## config.mk

```make
export PLATFORM = sky130hd
export DESIGN_NAME = pw_order_dispatch
export DESIGN_NICKNAME = d
export VERILOG_FILES = /design/src/rtl/pwo_pkg.sv /design/src/rtl/pwo_scoreboard.sv /design/src/rtl/pwo_steer.sv /design/src/rtl/pwo_port_reg.sv /design/src/rtl/pw_order_dispatch.sv
export SDC_FILE = /design/constraint.sdc
export NUM_CORES = 1
export LEC_CHECK = 0
export ABC_AREA = 1
export BUFFER_PORTS_ARGS = -buffer_cell sky130_fd_sc_hd__buf_2
export CAP_MARGIN = 10
export CORE_MARGIN = 1
export CORE_UTILIZATION = 50
export CTS_CLUSTER_DIAMETER = 30
export CTS_CLUSTER_SIZE = 30
export DETAILED_ROUTE_END_ITERATION = 8
export PLACE_DENSITY = 0.8
export SETUP_SLACK_MARGIN = 0.2
export SLEW_MARGIN = 40
export SYNTH_ARGS = -nofsm -noshare
export SYNTH_HDL_FRONTEND = slang
export SYNTH_SLANG_ARGS = --single-unit
```

## constraint.sdc

```tcl
create_clock -name clk -period 8.7 [get_ports clk]
set_input_delay 1.74 -clock clk [delete_from_list [all_inputs] [get_ports clk]]
set_output_delay 1.74 -clock clk [all_outputs]
set_load 0.03 [all_outputs]
```

## src/rtl/pwo_pkg.sv

```systemverilog
package pwo_pkg;

  typedef enum logic [1:0] {
    ORD_STRONG  = 2'd0,
    ORD_BY_ID   = 2'd1,
    ORD_RELAXED = 2'd2
  } ord_class_e;

  // Relaxed ordering wins when both flags are present.
  function automatic ord_class_e classify(input logic ro, input logic ido);
    if (ro)       return ORD_RELAXED;
    else if (ido) return ORD_BY_ID;
    else          return ORD_STRONG;
  endfunction

endpackage

```

## src/rtl/pwo_scoreboard.sv

```systemverilog
module pwo_scoreboard #(
  parameter int DEPTH = 16,
  parameter int TAG_W = 5,
  parameter int RID_W = 8,
  localparam int IDX_W = (DEPTH > 1) ? $clog2(DEPTH) : 1,
  localparam int CNT_W = $clog2(DEPTH + 1)
) (
  input  logic               clk,
  input  logic               rst,
  input  logic               alloc_en,
  input  logic [TAG_W-1:0]   alloc_tag,
  input  logic [RID_W-1:0]   alloc_rid,
  input  logic               alloc_port,
  input  logic [1:0]         ret_valid,
  input  logic [2*TAG_W-1:0] ret_tag,
  input  logic [RID_W-1:0]   q_rid,
  output logic               rid_hit,
  output logic               empty,
  output logic               full,
  output logic [CNT_W-1:0]   cnt0,
  output logic [CNT_W-1:0]   cnt1
);

  logic [DEPTH-1:0] vld;
  logic [DEPTH-1:0] port_q;
  logic [TAG_W-1:0] tag_q [DEPTH];
  logic [RID_W-1:0] rid_q [DEPTH];
  logic [IDX_W-1:0] alloc_idx;
  logic [CNT_W-1:0] total;

  // Lowest free slot.
  always_comb begin
    alloc_idx = '0;
    for (int i = DEPTH - 1; i >= 0; i--)
      if (!vld[i]) alloc_idx = IDX_W'(i);
  end

  always_comb begin
    rid_hit = 1'b0;
    total   = '0;
    cnt0    = '0;
    cnt1    = '0;
    for (int i = 0; i < DEPTH; i++) begin
      if (vld[i] && rid_q[i] == q_rid) rid_hit = 1'b1;
      if (vld[i]) begin
        total = total + 1'b1;
        if (port_q[i]) cnt1 = cnt1 + 1'b1;
        else           cnt0 = cnt0 + 1'b1;
      end
    end
    empty = (vld == '0);
    full  = (total == CNT_W'(DEPTH));
  end

  always_ff @(posedge clk) begin
    if (rst) begin
      vld <= '0;
    end else begin
      for (int i = 0; i < DEPTH; i++) begin
        if (vld[i] && ret_valid[0] && !port_q[i] && tag_q[i] == ret_tag[TAG_W-1:0])
          vld[i] <= 1'b0;
        if (vld[i] && ret_valid[1] && port_q[i] && tag_q[i] == ret_tag[2*TAG_W-1:TAG_W])
          vld[i] <= 1'b0;
        if (alloc_en && alloc_idx == IDX_W'(i))
          vld[i] <= 1'b1;
      end
    end
  end

  always_ff @(posedge clk) begin
    for (int i = 0; i < DEPTH; i++) begin
      if (alloc_en && alloc_idx == IDX_W'(i)) begin
        tag_q[i]  <= alloc_tag;
        rid_q[i]  <= alloc_rid;
        port_q[i] <= alloc_port;
      end
    end
  end

endmodule

```

## src/rtl/pwo_steer.sv

```systemverilog
module pwo_steer #(
  parameter int CNT_W = 5
) (
  input  logic             ro,
  input  logic             ido,
  input  logic             rid_hit,
  input  logic             empty,
  input  logic             full,
  input  logic [1:0]       free,
  input  logic [CNT_W-1:0] cnt0,
  input  logic [CNT_W-1:0] cnt1,
  output logic             ok,
  output logic             sel
);
  import pwo_pkg::*;

  logic eligible;

  always_comb begin
    unique case (classify(ro, ido))
      ORD_RELAXED: eligible = 1'b1;
      ORD_BY_ID:   eligible = !rid_hit;
      default:     eligible = empty;
    endcase
    ok  = eligible && !full && (free != 2'b00);
    sel = (free == 2'b11) ? (cnt1 < cnt0) : !free[0];
  end

endmodule

```

## src/rtl/pwo_port_reg.sv

```systemverilog
module pwo_port_reg #(
  parameter int W = 8
) (
  input  logic         clk,
  input  logic         rst,
  input  logic         load,
  input  logic [W-1:0] din,
  input  logic         ready,
  output logic         free,
  output logic         valid,
  output logic [W-1:0] dout
);

  assign free = !valid || ready;

  always_ff @(posedge clk) begin
    if (rst)        valid <= 1'b0;
    else if (load)  valid <= 1'b1;
    else if (ready) valid <= 1'b0;
  end

  always_ff @(posedge clk) begin
    if (load) dout <= din;
  end

endmodule

```

## src/rtl/pw_order_dispatch.sv

```systemverilog
module pw_order_dispatch #(
  parameter int DEPTH  = 16,
  parameter int TAG_W  = 5,
  parameter int RID_W  = 8,
  parameter int ADDR_W = 32,
  parameter int LEN_W  = 10
) (
  input  logic                clk,
  input  logic                rst,
  input  logic                in_valid,
  output logic                in_ready,
  input  logic                in_ro,
  input  logic                in_ido,
  input  logic [RID_W-1:0]    in_rid,
  input  logic [ADDR_W-1:0]   in_addr,
  input  logic [LEN_W-1:0]    in_len,
  input  logic [TAG_W-1:0]    in_tag,
  output logic [1:0]          out_valid,
  input  logic [1:0]          out_ready,
  output logic [2*RID_W-1:0]  out_rid,
  output logic [2*ADDR_W-1:0] out_addr,
  output logic [2*LEN_W-1:0]  out_len,
  output logic [2*TAG_W-1:0]  out_tag,
  input  logic [1:0]          ret_valid,
  input  logic [2*TAG_W-1:0]  ret_tag
);

  localparam int CNT_W  = $clog2(DEPTH + 1);
  localparam int DESC_W = RID_W + ADDR_W + LEN_W + TAG_W;

  logic             accept, sel, ok;
  logic             rid_hit, sb_empty, sb_full;
  logic [CNT_W-1:0] cnt0, cnt1;
  logic [1:0]       free;
  logic [DESC_W-1:0] in_desc;

  assign in_desc  = {in_rid, in_addr, in_len, in_tag};
  assign in_ready = ok;
  assign accept   = in_valid && ok;

  pwo_scoreboard #(.DEPTH(DEPTH), .TAG_W(TAG_W), .RID_W(RID_W)) u_sb (
    .clk(clk), .rst(rst),
    .alloc_en(accept), .alloc_tag(in_tag), .alloc_rid(in_rid), .alloc_port(sel),
    .ret_valid(ret_valid), .ret_tag(ret_tag), .q_rid(in_rid),
    .rid_hit(rid_hit), .empty(sb_empty), .full(sb_full), .cnt0(cnt0), .cnt1(cnt1)
  );

  pwo_steer #(.CNT_W(CNT_W)) u_steer (
    .ro(in_ro), .ido(in_ido), .rid_hit(rid_hit), .empty(sb_empty), .full(sb_full),
    .free(free), .cnt0(cnt0), .cnt1(cnt1), .ok(ok), .sel(sel)
  );

  for (genvar p = 0; p < 2; p++) begin : g_port
    logic [DESC_W-1:0] dq;

    pwo_port_reg #(.W(DESC_W)) u_reg (
      .clk(clk), .rst(rst),
      .load(accept && (sel == 1'(p))), .din(in_desc), .ready(out_ready[p]),
      .free(free[p]), .valid(out_valid[p]), .dout(dq)
    );

    assign out_rid [p*RID_W  +: RID_W ] = dq[DESC_W-1 -: RID_W];
    assign out_addr[p*ADDR_W +: ADDR_W] = dq[LEN_W+TAG_W +: ADDR_W];
    assign out_len [p*LEN_W  +: LEN_W ] = dq[TAG_W +: LEN_W];
    assign out_tag [p*TAG_W  +: TAG_W ] = dq[0 +: TAG_W];
  end

endmodule

```

==> metrics.txt <==
status complete, but fails checks; failing checks negative setup slack; layout filler cell count 2,793; worst min path class register to register; Hold Vio Cnt, Final 0; Seq pwr share 0.414; hold slack about 670 ps; first-pass GRT wire length ~94,000 um; Leak ~12 nW; CP Class register to output pin; dpl ws -309 ps; H-tree depth 2; Reg2Reg Depth between 60 and 70; Top cell by count, worst path buf_6; P_sw about 1.3 mW; Critical R2R Launch u_sb.vld[0]$_SDFFE_PP0P_; cell count along the critical path 64; Switching Share 0.272; Power Density 177 nW/um^2; area delta synth->final 29.8%; CP peak stage delay approximately 380 ps; WL per Instance approximately 21 um; worst vdd ir about 0.00028 V; final worst-path cycle share 1.06; Inserted Clock Buffers about 50; async set-reset flop share out of synthesis 0; Residual DRC 0; CP delay by family, top buffers and inverters; Ports approximately 190; post-synthesis cell type count 66; Post-synth EDFFs 334; Final ANT Viol Nets 0; worst setup margin -508 ps; Pint approximately 3.4 mW; synth cell count leaders 490 x nand2_1, 334 x edfxtp_1, 269 x inv_1; Peak Freq 109 MHz; IO Port Bufs roughly 190; Multi-input gate area just under 10,000 um^2; end point of the critical path in_ready; Post-Syn Area 20,400 um^2; Clk pwr share 0.447; overall routing resource usage 0.292; CTS tree built; CP Data Arrival Time around 7500 ps; overall die height approximately 200 um; Worst EP required 6960 ps; Final Max Slew Viols 0; Synth Flop Type edfxtp_1; Die ar. around 42,000 um^2; largest cells by area after synthesis edfxtp_1 49%, nand2_1 9.0%, inv_1 4.9%; Worst Tran Pin Value 904 ps; unrepaired setup endpoints after global routing true; Register Area approximately 10,000 um^2; largest net degree at the start of global routing 35; MaxCap Viol Count 0; yosys warns 0; Fin Clk Skew ~24 ps; r2r endpoint g_port[1].u_reg.dout[13]$_DFFE_PP_; Clock Tree Buf Depth 3; Overflow after GRT 0; DR vias/cell about 5.9; Detailed Route Iter0 Violations between 2,000 and 2,500; Root Driver clkbuf_16; Chip Width between 200 and 250 um; post-synthesis average cell area about 9.3 um^2; worst hold stages 2; crit end category output pin; vias in the first global route approximately 18,000; FP Rows 73; Post-Layout Cell Count roughly 3,100; worst setup path startpoint u_sb.vld[0]$_SDFFE_PP0P_; combinational power share 0.140; core box area about 40,000 um^2; synthesized flop and latch total ~350; Worst Setup Start Kind register; Mapped Cells 2,193; Final Net Count 2,694; hold buffer count at cts 0; Slew headroom 0.397; Initial Utilization 0.511; initial antenna violation count 1; dpl cells 2,894; clk_lat worst skew a little under 600 ps; layout cells sized above 1 0.329; Mapped Nets ~2,300; TritonCTS Sinks between 300 and 400; Final GP Congestion between 0.9 and 1; DRT Pass-1 Iters 7; post-detail-place hpwl just under 40,000 um; CTS clk-pin slew, worst paths 60 ps; area leader, netlist edfxtp_1; min Tclk post-route between 9000 and 10,000 ps; register area share after synthesis 0.508; DR vias about 19,000; reg2reg setup slack -230 ps; critical path fanouts, max 4; top-count cell post-synth nand2_1; Yosys top cell area share 0.491; # setup viols final approximately 110; final WL between 60,000 and 70,000 um; Bufs and invs on worst path 34; critical path's slowest cell dfxtp_4
==> final cells by class <==
| type | count | area share |
|---|---|---|
| sequential | 352 | 0.392 |
| multi-input combinational | 1486 | 0.364 |
| clock inverter | 41 | 0.0172 |
| tap | 525 | 0.0248 |
| timing repair buffer | 390 | 0.112 |
| inverter | 290 | 0.0421 |
| clock buffer | 52 | 0.0482 |
| antenna | 1 | 0.0000943 |
==> flip-flops by register name, summed over array words and instances, names as in the netlist <==
name / flops
g_port.u_reg.valid: 2
u_sb.rid_q: 128
u_sb.vld: 16
u_sb.tag_q: 80
g_port.u_reg.dout: 110
u_sb.port_q: 16
==> placed cells by master, fill, tap and decap left out, drive strengths merged, types with 7 or more instances in the layout <==
| master | count |
|---|---|
| nand2 | 577 |
| buf | 385 |
| edfxtp | 334 |
| inv | 301 |
| nand3 | 181 |
| nor2 | 140 |
| xor2 | 98 |
| o21ai | 63 |
| clkbuf | 57 |
| nand4 | 55 |
| xnor2 | 54 |
| ha | 49 |
| a21oi | 43 |
| o22ai | 34 |
| nor4 | 32 |
| a211oi | 21 |
| or2 | 20 |
| nor3 | 19 |
| clkinv | 19 |
| dfxtp | 18 |
| a2111oi | 17 |
| nand3b | 14 |
| o211ai | 11 |
| o311ai | 8 |
| o2111ai | 8 |
| a221oi | 7 |
| o221ai | 7 |
==> power by group through the flow <==
stage | combinational (mW) | clock (mW) | sequential [mW]
6_report | 0.655 | 2.10 | 1.94
3_3_place_gp | 0.476 | 0 | 1.97
4_1_cts | 0.569 | 2.09 | 1.94
2_1_floorplan | 0.246 | 0 | 2.05
3_5_place_dp | 0.492 | 0 | 1.97
5_1_grt | 0.688 | 2.16 | 1.95
==> cell families after synthesis <==
family,share of synthesized area
AO/OA/AOI/OAI,0.0812
XOR/XNOR,0.0651
adder cells (fa/ha/maj),0.0300
buffers and inverters,0.0694
flip-flops,0.508
multiplexers,0.000490
AND/OR/NAND/NOR,0.245
==> worst reg2reg max path: cells and delay by family, from the launching register on <==
kind | cells | cell delay [ps]
simple gates | 32 | 2750
fa+ha+maj | 10 | 2470
buf+inv | 17 | 1790
compound gates | 6 | 670
xor+xnor | 3 | 390
flops | 1 | 360
mux | 1 | 200
==> per-layer routing <==
metal | vias up | routed length [um] | GRT usage
met5 | - | 13 | 0
met4 | 2 | 3790 | 0.162
met3 | 340 | 7330 | 0.0732
met2 | 1272 | 31600 | 0.489
met1 | 8610 | 23300 | 0.342
li1 | 8285 | - | -
==> stage by stage <==
stage,total power [mW],cell area (um^2),TNS [ps],utilization
floorplan,2.30,20600,0,-
detailed placement,2.47,22400,-30010,0.560
global route,4.80,26500,-70440,0.663
CTS,4.60,25500,-472,0.636
finish,4.69,26500,-22230,0.663
global placement,2.45,22400,0,0.560
==> worst min-delay path by stage <==
stage                                       startpoint                                 end  slack (ps)
floorplan           g_port[1].u_reg.valid$_SDFFE_PP0P_  g_port[1].u_reg.valid$_SDFFE_PP0P_         500
global placement             u_sb.vld[11]$_SDFFE_PP0P_           u_sb.vld[11]$_SDFFE_PP0P_         640
detailed placement  g_port[1].u_reg.valid$_SDFFE_PP0P_  g_port[1].u_reg.valid$_SDFFE_PP0P_         630
CTS                 g_port[1].u_reg.valid$_SDFFE_PP0P_  g_port[1].u_reg.valid$_SDFFE_PP0P_         630
global route        g_port[1].u_reg.valid$_SDFFE_PP0P_  g_port[1].u_reg.valid$_SDFFE_PP0P_         690
finish              g_port[1].u_reg.valid$_SDFFE_PP0P_  g_port[1].u_reg.valid$_SDFFE_PP0P_         670
==> repair_timing <==
item	in CTS	in global routing
cloned	5	7
setup buffers	112	24
endpoints found under the setup margin	128	353
pin swaps	54	90
resized for setup	80	161
Note: power is estimated with default switching activity, not from simulation.
